## src/rtl/ddr_cmd_pkg.sv

```systemverilog
`timescale 1ns/1ps
package ddr_cmd_pkg;
  typedef enum logic [2:0] {
    CMD_MRS = 3'd0, CMD_REF = 3'd1, CMD_PRE = 3'd2, CMD_ACT = 3'd3,
    CMD_WR  = 3'd4, CMD_RD  = 3'd5, CMD_BST = 3'd6, CMD_NOP = 3'd7
  } cmd_e;

  typedef enum logic [1:0] {
    PWR_RUN = 2'd0, PWR_IDLE_PD = 2'd1, PWR_ACT_PD = 2'd2, PWR_SELF_REF = 2'd3
  } pwr_e;
endpackage

```

## src/rtl/ddr_cmd_decode.sv

```systemverilog
`timescale 1ns/1ps
module ddr_cmd_decode
  import ddr_cmd_pkg::*;
(
  input  logic cs_n,
  input  logic ras_n,
  input  logic cas_n,
  input  logic we_n,
  output cmd_e cmd
);
  always_comb begin
    if (cs_n) cmd = CMD_NOP;
    else      cmd = cmd_e'({ras_n, cas_n, we_n});
  end
endmodule

```

## src/rtl/ddr_bank_file.sv

```systemverilog
`timescale 1ns/1ps
module ddr_bank_file #(
  parameter int NUM_BANKS = 4,
  parameter int ROW_W     = 12,
  localparam int BA_W     = $clog2(NUM_BANKS)
) (
  input  logic                 clk,
  input  logic                 rst_n,
  input  logic                 open_req,
  input  logic [BA_W-1:0]      open_bank,
  input  logic [ROW_W-1:0]     open_row,
  input  logic [NUM_BANKS-1:0] close_mask,
  input  logic [BA_W-1:0]      look_bank,
  output logic [NUM_BANKS-1:0] open_vec,
  output logic [ROW_W-1:0]     look_row
);
  logic [ROW_W-1:0] row_q [NUM_BANKS];

  for (genvar b = 0; b < NUM_BANKS; b++) begin : g_bank
    logic open_d;
    logic row_en;

    always_comb begin
      row_en = open_req && (open_bank == BA_W'(b));
      open_d = open_vec[b];
      if (close_mask[b]) open_d = 1'b0;
      if (row_en)        open_d = 1'b1;
    end

    always_ff @(posedge clk or negedge rst_n) begin
      if (!rst_n) open_vec[b] <= 1'b0;
      else        open_vec[b] <= open_d;
    end

    always_ff @(posedge clk or negedge rst_n) begin
      if (!rst_n)      row_q[b] <= '0;
      else if (row_en) row_q[b] <= open_row;
    end
  end

  assign look_row = row_q[look_bank];


  open_twice_chk: assert property (@(posedge clk) disable iff (!rst_n)
    open_req |-> !open_vec[open_bank]);
endmodule

```

## src/rtl/ddr_burst_ctr.sv

```systemverilog
`timescale 1ns/1ps
module ddr_burst_ctr #(
  parameter int NUM_BANKS = 4,
  parameter int CNT_W     = 8,
  localparam int BA_W     = $clog2(NUM_BANKS)
) (
  input  logic             clk,
  input  logic             rst_n,
  input  logic             start,
  input  logic             start_rd,
  input  logic             start_ap,
  input  logic [BA_W-1:0]  start_bank,
  input  logic [CNT_W-1:0] start_len,
  input  logic             stop,
  output logic             active,
  output logic             is_rd,
  output logic             ap_pend,
  output logic             close_now,
  output logic [BA_W-1:0]  close_bank
);
  logic [CNT_W-1:0] cnt_q, cnt_d;
  logic             act_q, act_d, rd_q, rd_d, ap_q, ap_d;
  logic [BA_W-1:0]  bank_q, bank_d;
  logic             last;

  always_comb begin
    last   = act_q && (cnt_q == CNT_W'(1));
    cnt_d  = cnt_q;
    act_d  = act_q;
    rd_d   = rd_q;
    ap_d   = ap_q;
    bank_d = bank_q;
    if (start) begin
      act_d  = 1'b1;
      cnt_d  = start_len;
      rd_d   = start_rd;
      ap_d   = start_ap;
      bank_d = start_bank;
    end else if (stop) begin
      act_d = 1'b0;
      cnt_d = '0;
      ap_d  = 1'b0;
    end else if (act_q) begin
      cnt_d = cnt_q - CNT_W'(1);
      if (last) begin
        act_d = 1'b0;
        ap_d  = 1'b0;
      end
    end
  end

  always_ff @(posedge clk or negedge rst_n) begin
    if (!rst_n) begin
      cnt_q  <= '0;
      act_q  <= 1'b0;
      rd_q   <= 1'b0;
      ap_q   <= 1'b0;
      bank_q <= '0;
    end else begin
      cnt_q  <= cnt_d;
      act_q  <= act_d;
      rd_q   <= rd_d;
      ap_q   <= ap_d;
      bank_q <= bank_d;
    end
  end

  assign active     = act_q;
  assign is_rd      = rd_q;
  assign ap_pend    = ap_q;
  assign close_now  = last && ap_q;
  assign close_bank = bank_q;


  burst_end_chk: assert property (@(posedge clk) disable iff (!rst_n)
    $fell(act_q) |-> ($past(cnt_q) == CNT_W'(1) || $past(stop)));

  bst_rd_only_chk: assert property (@(posedge clk) disable iff (!rst_n)
    stop |-> (act_q && rd_q && !ap_q));
endmodule

```

## src/rtl/ddr_cmd_ctrl.sv

```systemverilog
`timescale 1ns/1ps
module ddr_cmd_ctrl
  import ddr_cmd_pkg::*;
#(
  parameter int NUM_BANKS = 4,
  parameter int ROW_W     = 12,
  parameter int COL_W     = 8,
  parameter int AP_BIT    = 8,
  localparam int BA_W     = $clog2(NUM_BANKS)
) (
  input  logic                 clk,
  input  logic                 rst_n,
  input  logic                 cke,
  input  logic                 cs_n,
  input  logic                 ras_n,
  input  logic                 cas_n,
  input  logic                 we_n,
  input  logic [BA_W-1:0]      ba,
  input  logic [ROW_W-1:0]     addr,
  output logic                 cmd_err,
  output logic                 ref_pulse,
  output logic                 rd_burst,
  output logic                 wr_burst,
  output logic [NUM_BANKS-1:0] bank_open,
  output logic [1:0]           pwr_mode,
  output logic [ROW_W-1:0]     mode_word,
  output logic [BA_W-1:0]      acc_bank,
  output logic [ROW_W-1:0]     acc_row,
  output logic [COL_W-1:0]     acc_col
);
  localparam int CNT_W = COL_W;

  function automatic logic [CNT_W-1:0] burst_cycles(input logic [2:0] code);
    case (code)
      3'd2:    return CNT_W'(2);
      3'd3:    return CNT_W'(4);
      3'd7:    return CNT_W'(2 ** (COL_W - 1));
      default: return CNT_W'(1);
    endcase
  endfunction

  cmd_e                 cmd;
  pwr_e                 pwr_q, pwr_d;
  logic [ROW_W-1:0]     mode_q, mode_d;
  logic                 err_q, err_d, ref_q, ref_d;
  logic                 open_req, start, stop;
  logic [NUM_BANKS-1:0] pre_mask, close_mask, bank_sel;
  logic                 burst_on, burst_rd, ap_pend, close_now;
  logic [BA_W-1:0]      close_bank;
  logic [ROW_W-1:0]     look_row;
  logic                 any_open, all_quiet;
  logic [BA_W-1:0]      abank_q;
  logic [ROW_W-1:0]     arow_q;
  logic [COL_W-1:0]     acol_q;

  ddr_cmd_decode u_dec (
    .cs_n(cs_n), .ras_n(ras_n), .cas_n(cas_n), .we_n(we_n), .cmd(cmd)
  );

  ddr_bank_file #(.NUM_BANKS(NUM_BANKS), .ROW_W(ROW_W)) u_banks (
    .clk(clk), .rst_n(rst_n), .open_req(open_req), .open_bank(ba),
    .open_row(addr), .close_mask(close_mask), .look_bank(ba),
    .open_vec(bank_open), .look_row(look_row)
  );

  ddr_burst_ctr #(.NUM_BANKS(NUM_BANKS), .CNT_W(CNT_W)) u_burst (
    .clk(clk), .rst_n(rst_n), .start(start), .start_rd(cmd == CMD_RD),
    .start_ap(addr[AP_BIT]), .start_bank(ba),
    .start_len(burst_cycles(mode_q[2:0])), .stop(stop),
    .active(burst_on), .is_rd(burst_rd), .ap_pend(ap_pend),
    .close_now(close_now), .close_bank(close_bank)
  );

  assign bank_sel   = NUM_BANKS'(1) << ba;
  assign close_mask = pre_mask | (close_now ? (NUM_BANKS'(1) << close_bank) : '0);

  always_comb begin
    any_open  = |bank_open;
    all_quiet = !any_open && !burst_on;
    pwr_d     = pwr_q;
    mode_d    = mode_q;
    err_d     = 1'b0;
    ref_d     = 1'b0;
    open_req  = 1'b0;
    start     = 1'b0;
    stop      = 1'b0;
    pre_mask  = '0;
    if (pwr_q != PWR_RUN) begin
      if (cke) pwr_d = PWR_RUN;
    end else if (!cke && !burst_on) begin
      if (any_open)            pwr_d = PWR_ACT_PD;
      else if (cmd == CMD_REF) pwr_d = PWR_SELF_REF;
      else                     pwr_d = PWR_IDLE_PD;
    end else begin
      case (cmd)
        CMD_MRS: if (all_quiet) mode_d = addr; else err_d = 1'b1;
        CMD_REF: if (all_quiet) ref_d = 1'b1;  else err_d = 1'b1;
        CMD_PRE: pre_mask = addr[AP_BIT] ? '1 : bank_sel;
        CMD_ACT: if (bank_open[ba]) err_d = 1'b1; else open_req = 1'b1;
        CMD_WR, CMD_RD: begin
          if (!bank_open[ba] || ap_pend) err_d = 1'b1;
          else                           start = 1'b1;
        end
        CMD_BST: begin
          if (burst_on && burst_rd) begin
            if (ap_pend) err_d = 1'b1;
            else         stop  = 1'b1;
          end
        end
        default: ;
      endcase
    end
  end

  always_ff @(posedge clk or negedge rst_n) begin
    if (!rst_n) begin
      pwr_q  <= PWR_RUN;
      mode_q <= '0;
      err_q  <= 1'b0;
      ref_q  <= 1'b0;
    end else begin
      pwr_q  <= pwr_d;
      mode_q <= mode_d;
      err_q  <= err_d;
      ref_q  <= ref_d;
    end
  end

  always_ff @(posedge clk or negedge rst_n) begin
    if (!rst_n) begin
      abank_q <= '0;
      arow_q  <= '0;
      acol_q  <= '0;
    end else if (start) begin
      abank_q <= ba;
      arow_q  <= look_row;
      acol_q  <= addr[COL_W-1:0];
    end
  end

  assign cmd_err   = err_q;
  assign ref_pulse = ref_q;
  assign rd_burst  = burst_on && burst_rd;
  assign wr_burst  = burst_on && !burst_rd;
  assign pwr_mode  = pwr_q;
  assign mode_word = mode_q;
  assign acc_bank  = abank_q;
  assign acc_row   = arow_q;
  assign acc_col   = acol_q;


  sref_closed_chk: assert property (@(posedge clk) disable iff (!rst_n)
    (pwr_q == PWR_SELF_REF) |-> (bank_open == '0 && !burst_on));

  lp_frozen_chk: assert property (@(posedge clk) disable iff (!rst_n)
    (pwr_q != PWR_RUN && !cke) |=> $stable(bank_open));

  ref_quiet_chk: assert property (@(posedge clk) disable iff (!rst_n)
    ref_q |-> (bank_open == '0 && !burst_on));

  err_mode_chk: assert property (@(posedge clk) disable iff (!rst_n)
    err_q |-> $stable(mode_q));
endmodule

```

## config.mk

```make
export PLATFORM = sky130hd
export DESIGN_NAME = ddr_cmd_ctrl
export DESIGN_NICKNAME = d
export VERILOG_FILES = /design/src/rtl/ddr_cmd_pkg.sv /design/src/rtl/ddr_cmd_decode.sv /design/src/rtl/ddr_bank_file.sv /design/src/rtl/ddr_burst_ctr.sv /design/src/rtl/ddr_cmd_ctrl.sv
export SDC_FILE = /design/constraint.sdc
export NUM_CORES = 1
export LEC_CHECK = 0
export CELL_PAD_IN_SITES_DETAIL_PLACEMENT = 1
export CELL_PAD_IN_SITES_GLOBAL_PLACEMENT = 1
export CORE_MARGIN = 4
export CORE_UTILIZATION = 41
export CTS_CLUSTER_DIAMETER = 200
export DETAILED_ROUTE_END_ITERATION = 6
export PLACE_DENSITY_LB_ADDON = 0.1
export SLEW_MARGIN = 30
export SYNTH_ARGS = -nofsm -noshare
export SYNTH_HDL_FRONTEND = slang
export SYNTH_SLANG_ARGS = --single-unit
```

## constraint.sdc

```tcl
create_clock -name clk -period 2 [get_ports clk]
set_input_delay 0.4 -clock clk [delete_from_list [all_inputs] [get_ports clk]]
set_output_delay 0.4 -clock clk [all_outputs]
set_load 0.01 [all_outputs]
```

## After elaboration in Yosys (flattened, before gate mapping)

Index checks and enable logic that the tools add are counted.

- Register bits: 101
- Output and inout port bits: 44

- $add $sub $neg: 1
- Order comparisons: 2
- Eq/ne operators: 14
- Shift-type cells: 2
- Mux-type cells: 61
- Bitwise gates (word level): 4
- Reduce and logical (&&, ||, !) cells: 32

Operator list:

| cell | count |
|---|---|
| 2-to-1 mux 1 bit | 41 |
| binary-select mux 12 bit (select 2 bit) | 1 |
| 2-to-1 mux 12 bit | 2 |
| 2-to-1 mux 8 bit | 3 |
| one-hot mux 8 bit (3 select lines) | 1 |
| 2-to-1 mux 4 bit | 5 |
| == test 3 x 2 -> 1 bit, second input constant | 4 |
| == test 3 bit, second input constant | 4 |
| nonzero test 2 bit | 6 |
| logical AND 1 bit | 10 |
| 2-to-1 mux 2 bit | 5 |
| == test 8 x 1 -> 1 bit, second input constant | 1 |
| left shift 1 x 2 -> 4 bit, first input constant | 2 |
| subtractor 8 x 1 -> 8 bit, second input constant | 1 |
| nonzero test 3 bit | 2 |
| zero test 1 bit | 5 |
| == test 2 bit, second input constant | 2 |
| bitwise OR 4 bit | 1 |
| one-hot mux 1 bit (4 select lines) | 1 |
| AND reduction 2 bit | 2 |
| AND reduction 4 bit | 1 |
| OR reduction 2 bit | 2 |
| OR reduction 4 bit | 1 |
| == test 3 x 1 -> 1 bit, second input constant | 1 |
| other kinds (11) | 12 |

## Logic depth before layout (Yosys ltp)

Gate-level depths: netlist (run 1).

- Word-level depth: 10
- Depth in mapped cells: 6
- Depth with buffers taken out: 6

## Modules after synthesis

A second synthesis (run 1) with hierarchy kept.

- Cell total of the unflattened synthesis: 339
- Area total of the unflattened synthesis: 4754.6 µm²

By module, submodules not included:

| module | times used | cells an instance | area an instance (µm²) | sequential area each (µm²) |
|---|---|---|---|---|
| ddr_bank_file | 1 | 130 | 2219.6 | 1301.2 |
| ddr_cmd_ctrl | 1 | 136 | 1806.7 | 950.9 |
| ddr_burst_ctr | 1 | 70 | 709.4 | 325.3 |
| ddr_cmd_decode | 1 | 3 | 18.8 | 0.0 |

## Worst setup path after synthesis (run 1)

Ideal clock, no wire load.

- Kind: input -> register
- Start: in ba[0]
- End: reg arow_q[5], in the netlist acc_row[5]
- Library setup time: 127 ps
- Arrival time: 1933 ps
- Slack: -61 ps
- Stages: 6
- Cells stage by stage: buf_2 > mux4_2 > and2_4 > buf_8 > buf_12 > mux2_1

- Word-level cells in the longest chain between the ends: 8
- Elaborated cells between the ends (all ways): 12

RTL lines:

| item | line | source |
|---|---|---|
| start, declared | ddr_cmd_ctrl.sv:18 | `input logic [BA_W-1:0] ba,` |
| binary-select mux 1 bit (select 2 bit) | ddr_cmd_ctrl.sv:101 | `if (!bank_open[ba] \|\| ap_pend) err_d = 1'b1;` |
| 2-to-1 mux 1 bit (implied by the code) | ddr_cmd_ctrl.sv:101 |  |
| zero test 1 bit | ddr_cmd_ctrl.sv:101 |  |
| logical OR 1 bit | ddr_cmd_ctrl.sv:101 |  |
| 2-to-1 mux 1 bit | ddr_cmd_ctrl.sv:101 |  |
| 2-to-1 mux 1 bit | ddr_cmd_ctrl.sv:95 | `case (cmd)` |
| 2-to-1 mux 1 bit | ddr_cmd_ctrl.sv:90 | `end else if (!cke && !burst_on) begin` |
| 2-to-1 mux 1 bit | ddr_cmd_ctrl.sv:88 | `if (pwr_q != PWR_RUN) begin` |
| end signal, assigned | ddr_cmd_ctrl.sv:136 | `arow_q <= look_row;` |
| end, declared | ddr_cmd_ctrl.sv:53 | `logic [ROW_W-1:0] arow_q;` |

Parallel ways exist; a longest one is shown, timed or not. The select of a mux whose other input is x is not followed.
A chain may end at the register's enable or synchronous reset.

## Final worst setup path (run 1)

- Start: reg pwr_q[0], in the netlist pwr_mode[0]
- End: reg u_banks.row_q[15] (netlist name)

- Word-level cells in the longest chain between the ends: 3

RTL lines:

| item | line | source |
|---|---|---|
| start, declared | ddr_cmd_ctrl.sv:43 | `pwr_e pwr_q, pwr_d;` |
| start signal, assigned | ddr_cmd_ctrl.sv:122 | `pwr_q <= pwr_d;` |
| nonzero test 2 bit | ddr_cmd_ctrl.sv:88 |  |
| 2-to-1 mux 1 bit | ddr_cmd_ctrl.sv:88 |  |
| logical AND 1 bit | ddr_bank_file.sv:24 | `row_en = open_req && (open_bank == BA_W'(b));` |
| end signal, assigned by index | ddr_bank_file.sv:37 | `else if (row_en) row_q[b] <= open_row;` |
| end, declared | ddr_bank_file.sv:17 | `logic [ROW_W-1:0] row_q [NUM_BANKS];` |

Every way passes these cells.

==> out/results.tsv, run 1 <==
stage	metric	value	unit
critical_path	CP Data Arrival Time	2230	ps
route	vias	3088	
floorplanning	die area	12900	sq um
cts	CTS Buf Count	9	
placed_design	I/O Buffers	64	
synthesis	Avg Inst Size Synth	14.5	sq um
pwr	Max rail drop VDD	0.000370	V
cells_and_area	Area Growth Syn to Fin	32.3	%
floorplanning	Initial Utilization	42.1	%
placed_design	Final Wtd Congestion	0.778	
sta	Tmin final	1980	ps
pwr	Psw	1.05	mW
route	Routed wire per std cell	20.7	um
sta	Final Hold Vio Count	0	
sta	Slew @ Worst Pin	575	ps
pwr	Power Density	695	nW/um^2
synthesis	Synth Register Bits	101	
synthesis	Post-synth EDFFs	0	
critical_path	Worst setup EP type	register	
global_routing	number of global-route vias before repair	3475	
route	routed wire length	12000	um
cells_and_area	Net count, final	456	
floorplanning	Core ar.	10900	sq um
sta	Slew headroom	61.7	%
sta	RSZ-0062 raised after global routing	yes	
cts	CTS root buf	clkbuf_8	
global_routing	initial antenna violation count	0	
floorplanning	row cnt	38	
synthesis	Area contributors post-synth	dfrtp_1 (55%), mux2_2 (17%), mux4_2 (6.4%)	
pwr	Seq pwr share	55.7	%
critical_path	critical path type	register to register	
floorplanning	Die X	114	um
cts	CTS max path bufs	2	
cts	H-Tree Depth	3	
floorplanning	die height	114	um
route	DRT Pass-1 Iters	4	
synthesis	Mapped Cells	317	
cells_and_area	antenna diode count	0	
status	run status	finished clean	
synthesis	Post-synth top cells	dfrtp_1 (101), mux2_2 (71), mux4_2 (13)	
sta	fmax	504	MHz
synthesis	Mapped Nets	340	
pwr	Design Power	4.22	mW
cts	clock-pin slew on the worst setup and hold paths	100	ps
global_routing	first-pass GRT wire length	18800	um
pwr	cell-internal power	3.16	mW
sta	pins over their slew limit	0	
cts	Num Clock Sinks	101	
global_routing	GRT Total Usage	18.9	%
synthesis	most frequent cell after synthesis	dfrtp_1	
global_routing	GRT overflow	0	
synthesis	top-area cell type share of the netlist area	55.1	%
synthesis	Top FF cell, synth	dfrtp_1	
route	Final ANT Viol Nets	0	
pwr	clock network fraction of total power	28.9	%
pwr	power share of the combinational group	15.5	%
synthesis	Cell Area, Synth	4580	sq um
worst_hold_path	HP Class	input port to asynchronous set/reset pin	
cells_and_area	share of cells above drive strength 1	41.3	%
sta	Setup TNS	0	ps
synthesis	asr flop ratio synth	100	%
synthesis	Yosys warnings	0	
synthesis	Synth area leader	dfrtp_1	
synthesis	Seq/Total Area, Yosys	55.1	%
route	DRC Markers	0	
critical_path	Max FO, Critical Path	5	
global_routing	largest net degree at the start of global routing	40	
synthesis	Netlist cell types	52	
cts	Clock Latency Late Sink	360	ps
route	DRT iter0 DRCs	117	
pwr	Switching Fraction	25.0	%
sta	clock skew	10.8	ps
sta	post-route setup slack	17.2	ps
sta	Setup violations, final	0	
pwr	leakage	2.77	nW
cts	CTS tree	built	
placed_design	Detailed Place HPWL	7850	um
sta	final worst path period share	99.1	%
flow_run	Max-cap violations	0	
critical_path	Startpoint Class	register	
floorplanning	IO Count	65	
placed_design	Place WS	-627	ps
route	routed vias/inst	5.34	
critical_path	Required @ worst endpoint	2240	ps
## cell type report
cell class | instances | area, sq um
tap | 140 | 175
clock buffer | 13 | 159
inverter | 7 | 26.3
multi-input combinational | 194 | 1980
fill | 1099 | 4820
sequential | 101 | 2530
timing repair buffer | 120 | 1170
clock inverter | 3 | 18.8
## metal layers
| metal | GRT usage, % | up-vias | wire length (um) | share of wire (%) |
|---|---|---|---|---|
| met1 | 23.3 | 1611 | 5220 | 44 |
| met4 | 4.25 | 0 | 97 | 0.81 |
| met5 | 0 | - | 0 | 0 |
| li1 | - | 1411 | - | - |
| met3 | 3.87 | 7 | 381 | 3.2 |
| met2 | 34.1 | 59 | 6280 | 52 |
## cell families after synthesis
| kind of cell | share of synthesized area [%] |
|---|---|
| buffers and inverters | 3.08 |
| and+or+nand+nor | 8.19 |
| AOI/OAI and AO/OA | 3.96 |
| xor gates and xnor gates | 1.34 |
| muxes | 27.7 |
| adders and majority gates | 0.546 |
| DFF | 55.1 |
## sequential cells by signal, summed over array words and instances (netlist names)
register            flops
cmd_err                 1
u_burst.cnt_q           8
u_banks.row_q          48
ref_pulse               1
u_burst.close_bank      2
u_burst.is_rd           1
u_burst.ap_pend         1
acc_col                 8
u_banks.open_vec        4
pwr_mode                2
acc_row                12
mode_word              12
u_burst.active          1
## worst max-delay path: stages (launching register included)
cell and delay [ps]:
dfrtp_1 420, nor2_4 130, nand4b_1 180, buf_4 200, or4_4 490, buf_12 170
mux2_2 260
## layout by cell type (no fill, tap or decap), types with 2 or more instances in the layout
master,synthesis,routed
clkbuf_8,0,11
mux2_4,9,9
and4_1,2,2
inv_1,7,7
buf_6,1,3
clkdlybuf4s50_1,0,56
dfrtp_1,101,101
mux4_2,13,13
buf_4,1,46
mux2_1,3,3
nand3_1,3,3
nor4b_1,2,2
nor2_4,0,2
clkbuf_1,4,2
dlygate4sd2_1,0,7
o21ai_0,10,10
nand2_1,3,2
a21oi_1,6,6
mux2_2,71,71
and2_4,1,3
nand4b_1,2,2
clkbuf_16,0,2
nand3b_1,2,2
and4b_1,2,2
nor2_1,10,8
xnor2_1,7,7
buf_12,1,4
ha_1,2,2
clkinv_2,0,2
or4_4,0,4
nor3_1,11,11
o31ai_1,4,4
## metrics by stage
stage          util, %  hold slack [ps]  cell area [sq um]  cells
2_1_floorplan        -              104               4590    317
4_1_cts           55.0             26.0               5990    575
5_1_grt           55.7             33.7               6060    578
3_3_place_gp      52.0              425               5660    548
3_5_place_dp      52.0              431               5660    548
6_report          55.7             18.1               6060    578
## what timing repair did
item / 4_1_cts / 5_1_grt
pin swaps: 8 / 4
hold buffers: 0 / 0
resized for setup: 24 / 5
setup buffers: 7 / 1
gates cloned: 4 / 2
setup endpoints to repair: 70 / 36
## final timing paths
check | from | to | slack [ps] | depth (start not counted)
max in group asynchronous | rst_n | acc_row[3] | 1310 | 2
min reg2reg | acc_row[6] | acc_row[6] | 500 | 1
min | rst_n | u_burst.cnt_q[3] | 20 | 1
max reg2reg | pwr_mode[0] | u_banks.row_q[15] | 20 | 6
max | pwr_mode[0] | u_banks.row_q[15] | 20 | 6
min in group clk | cke | pwr_mode[1] | 500 | 3
## power by group through the flow
stage               clock (mW)  sequential [mW]  combinational (mW)
global route              1.35             2.37               0.708
CTS                       1.26             2.34               0.649
floorplan                    0             2.36               0.334
finish                    1.22             2.35               0.652
detailed placement           0             2.39               0.629
global placement             0             2.37               0.606
No activity file was read; power rests on OpenSTA's default activity.
==> run 2: changes to the inputs <==
- PLACE_DENSITY: not set -> 0.85
- PLACE_DENSITY_LB_ADDON: 0.1 -> not set
==> out/results.tsv, run 2 (synthesized netlist as in run 1, its figures left out) <==
stage	metric	value	unit	change
cts	CTS root buf	clkbuf_8		
placed_design	Detailed Place HPWL	8110	um	+3.4%
placed_design	Place WS	-562	ps	+65.6 ps
pwr	Switching Fraction	26.9	%	+1.9 points
cts	CTS tree	built		
route	DRT Pass-1 Iters	4		unchanged
status	failing checks	negative setup slack		
global_routing	GRT overflow	0		unchanged
floorplanning	Die X	114	um	unchanged
global_routing	initial antenna violation count	0		unchanged
floorplanning	row cnt	38		unchanged
sta	post-route setup slack	-9.15	ps	-26.3 ps
sta	Tmin final	2010	ps	+26.3 ps
global_routing	GRT Total Usage	20.0	%	+1.2 points
cts	CTS max path bufs	2		unchanged
cells_and_area	most common cell after layout, fill and taps aside	dfrtp_1		
floorplanning	IO Count	65		unchanged
pwr	power share of the combinational group	15.4	%	about the same
critical_path	r2r setup slk	-9	ps	-30 ps
pwr	clock network fraction of total power	28.3	%	-0.6 points
cts	hold buffers post-CTS	0		unchanged
floorplanning	die area	12900	sq um	unchanged
cells_and_area	# fillers	1078		-1.9%
pwr	Seq pwr share	56.3	%	+0.6 points
sta	Setup TNS	-9.15	ps	-9.15 ps
placed_design	Final Wtd Congestion	0.808		+3.8%
critical_path	CP Data Arrival Time	2260	ps	+30 ps
route	DRT iter0 DRCs	143		+22%
cells_and_area	most frequent cells in the layout	dfrtp_1 (101), mux2_2 (65), clkdlybuf4s50_1 (57), buf_4 (34), mux2_4 (16)		
cells_and_area	Net count, final	442		-3.1%
critical_path	FF-to-FF End	mode_word[9]		
route	DRC Markers	0		unchanged
worst_hold_path	HP Class	input port to asynchronous set/reset pin		
sta	clock skew	12.4	ps	+1.61 ps
sta	pins over their slew limit	0		unchanged
floorplanning	Core ar.	10900	sq um	unchanged
sta	final worst path period share	100	%	+1.3 points
floorplanning	Initial Utilization	42.1	%	unchanged
critical_path	Required @ worst endpoint	2250	ps	about the same
cts	clock-pin slew on the worst setup and hold paths	100	ps	about the same
cts	CTS Buf Count	9		unchanged
sta	Final Hold Vio Count	0		unchanged
critical_path	reg2reg start	u_banks.open_vec[2]		
critical_path	Worst setup EP type	register		
sta	fmax	498	MHz	-1.3%
route	Final ANT Viol Nets	0		unchanged
critical_path	FF-to-FF path depth	5		-1
flow_run	Max-cap violations	0		unchanged
pwr	cell-internal power	3.08	mW	-2.5%
cts	Clock Latency Late Sink	360	ps	about the same
critical_path	Startpoint Class	register		
critical_path	critical path type	register to register		
cells_and_area	antenna diode count	0		unchanged
pwr	Max rail drop VDD	0.000380	V	+2.5%
floorplanning	die height	114	um	unchanged
cts	Num Clock Sinks	101		unchanged
pwr	Psw	1.14	mW	+7.8%
route	routed wire length	13000	um	+8.9%
pwr	leakage	2.70	nW	-2.6%
status	run status	complete, but fails checks		
placed_design	I/O Buffers	64		unchanged
global_routing	number of global-route vias before repair	3507		+0.92%
route	vias	3130		+1.4%
route	Routed wire per std cell	23.2	um	+12%
cts	H-Tree Depth	3		unchanged
cells_and_area	share of cells above drive strength 1	40.9	%	-0.43 points
sta	Slew headroom	61.9	%	+0.23 points
global_routing	first-pass GRT wire length	20100	um	+7.1%
cells_and_area	Area Growth Syn to Fin	31.2	%	
sta	RSZ-0062 raised after global routing	yes		
cells_and_area	largest reg by FF count	u_banks.row_q		
pwr	Power Density	702	nW/um^2	+0.99%
global_routing	largest net degree at the start of global routing	102		+160%
sta	Slew @ Worst Pin	572	ps	-3.45 ps
route	routed vias/inst	5.56		+4.1%
cells_and_area	max reg flops	48		unchanged
sta	Setup violations, final	1		+1
critical_path	Max FO, Critical Path	6		+1
## run 2: cell types whose count changed in the layout (fill, tap and decap cells not counted), sizes merged
cell	previous run	this run
clkbuf	15	10
clkdlybuf4s50	56	57
clkdlybuf4s15	0	2
dlygate4sd2	7	4
inv	8	10
clkinvlp	0	1
bufbuf	0	1
and2	5	2
or4	5	6
buf	55	43
## run 2: how the worst max path moves through the flow
stage / startpoint / slack [ps] / end
floorplan: cs_n / -3 / acc_row[5]
global placement: ras_n / -490 / acc_col[2]
detailed placement: ras_n / -560 / acc_row[5]
CTS: u_banks.open_vec[0] / 20 / mode_word[2]
global route: u_banks.open_vec[2] / -40 / mode_word[9]
finish: u_banks.open_vec[2] / -9 / mode_word[9]
## run 2: stage by stage
step | std cells | power (mW) | cell area (sq um) | util [%] | hold slack, ps
after detailed placement | 541 | 3.01 | 5620 | 51.6 | 490
after CTS | 561 | 4.21 | 5920 | 54.4 | 109
final | 563 | 4.22 | 6010 | 55.2 | 45.5
after global routing | 563 | 4.43 | 6010 | 55.2 | 101
after global placement | 541 | 2.95 | 5620 | 51.6 | 479
after floorplan | 317 | 2.69 | 4590 | - | 104
## run 2: worst max-delay path: stages (launching register included)
cell,delay (ps)
dfrtp_1,410
or4_4,570
nor2_4,110
and4bb_4,300
clkbuf_16,180
mux2_2,330
## run 2: routing by layer
metal | vias up | track usage, % | wire length, um
li1 | 1375 | - | -
met1 | 1678 | 25.3 | 5390
met2 | 66 | 35.6 | 6990
met3 | 11 | 3.50 | 519
met4 | 0 | 5.13 | 133
met5 | - | 0 | 0
## run 2: power by group through the flow
| stage | combinational (mW) | sequential [mW] | clock (mW) |
|---|---|---|---|
| 5_1_grt | 0.703 | 2.40 | 1.33 |
| 4_1_cts | 0.634 | 2.36 | 1.22 |
| 6_report | 0.649 | 2.38 | 1.19 |
| 3_3_place_gp | 0.580 | 2.37 | 0 |
| 3_5_place_dp | 0.617 | 2.40 | 0 |
| 2_1_floorplan | 0.334 | 2.36 | 0 |
## run 2: area by class of cell
type	instances	area [sq um]	share of cell area, %
flip-flops and latches	101	2530	42.0
clock buffers	9	124	2.06
multi-input cells	192	2010	33.4
inverters	7	26.3	0.437
repair buffers	108	1100	18.3
well taps	140	175	2.91
clock inverters	6	47.5	0.791
## run 2: timing repair
item,CTS,global route
resized for setup,19,15
pin swaps,5,3
endpoints found under the setup margin,88,62
hold endpoints to repair,0,0
gates cloned,2,2
setup buffers,3,1
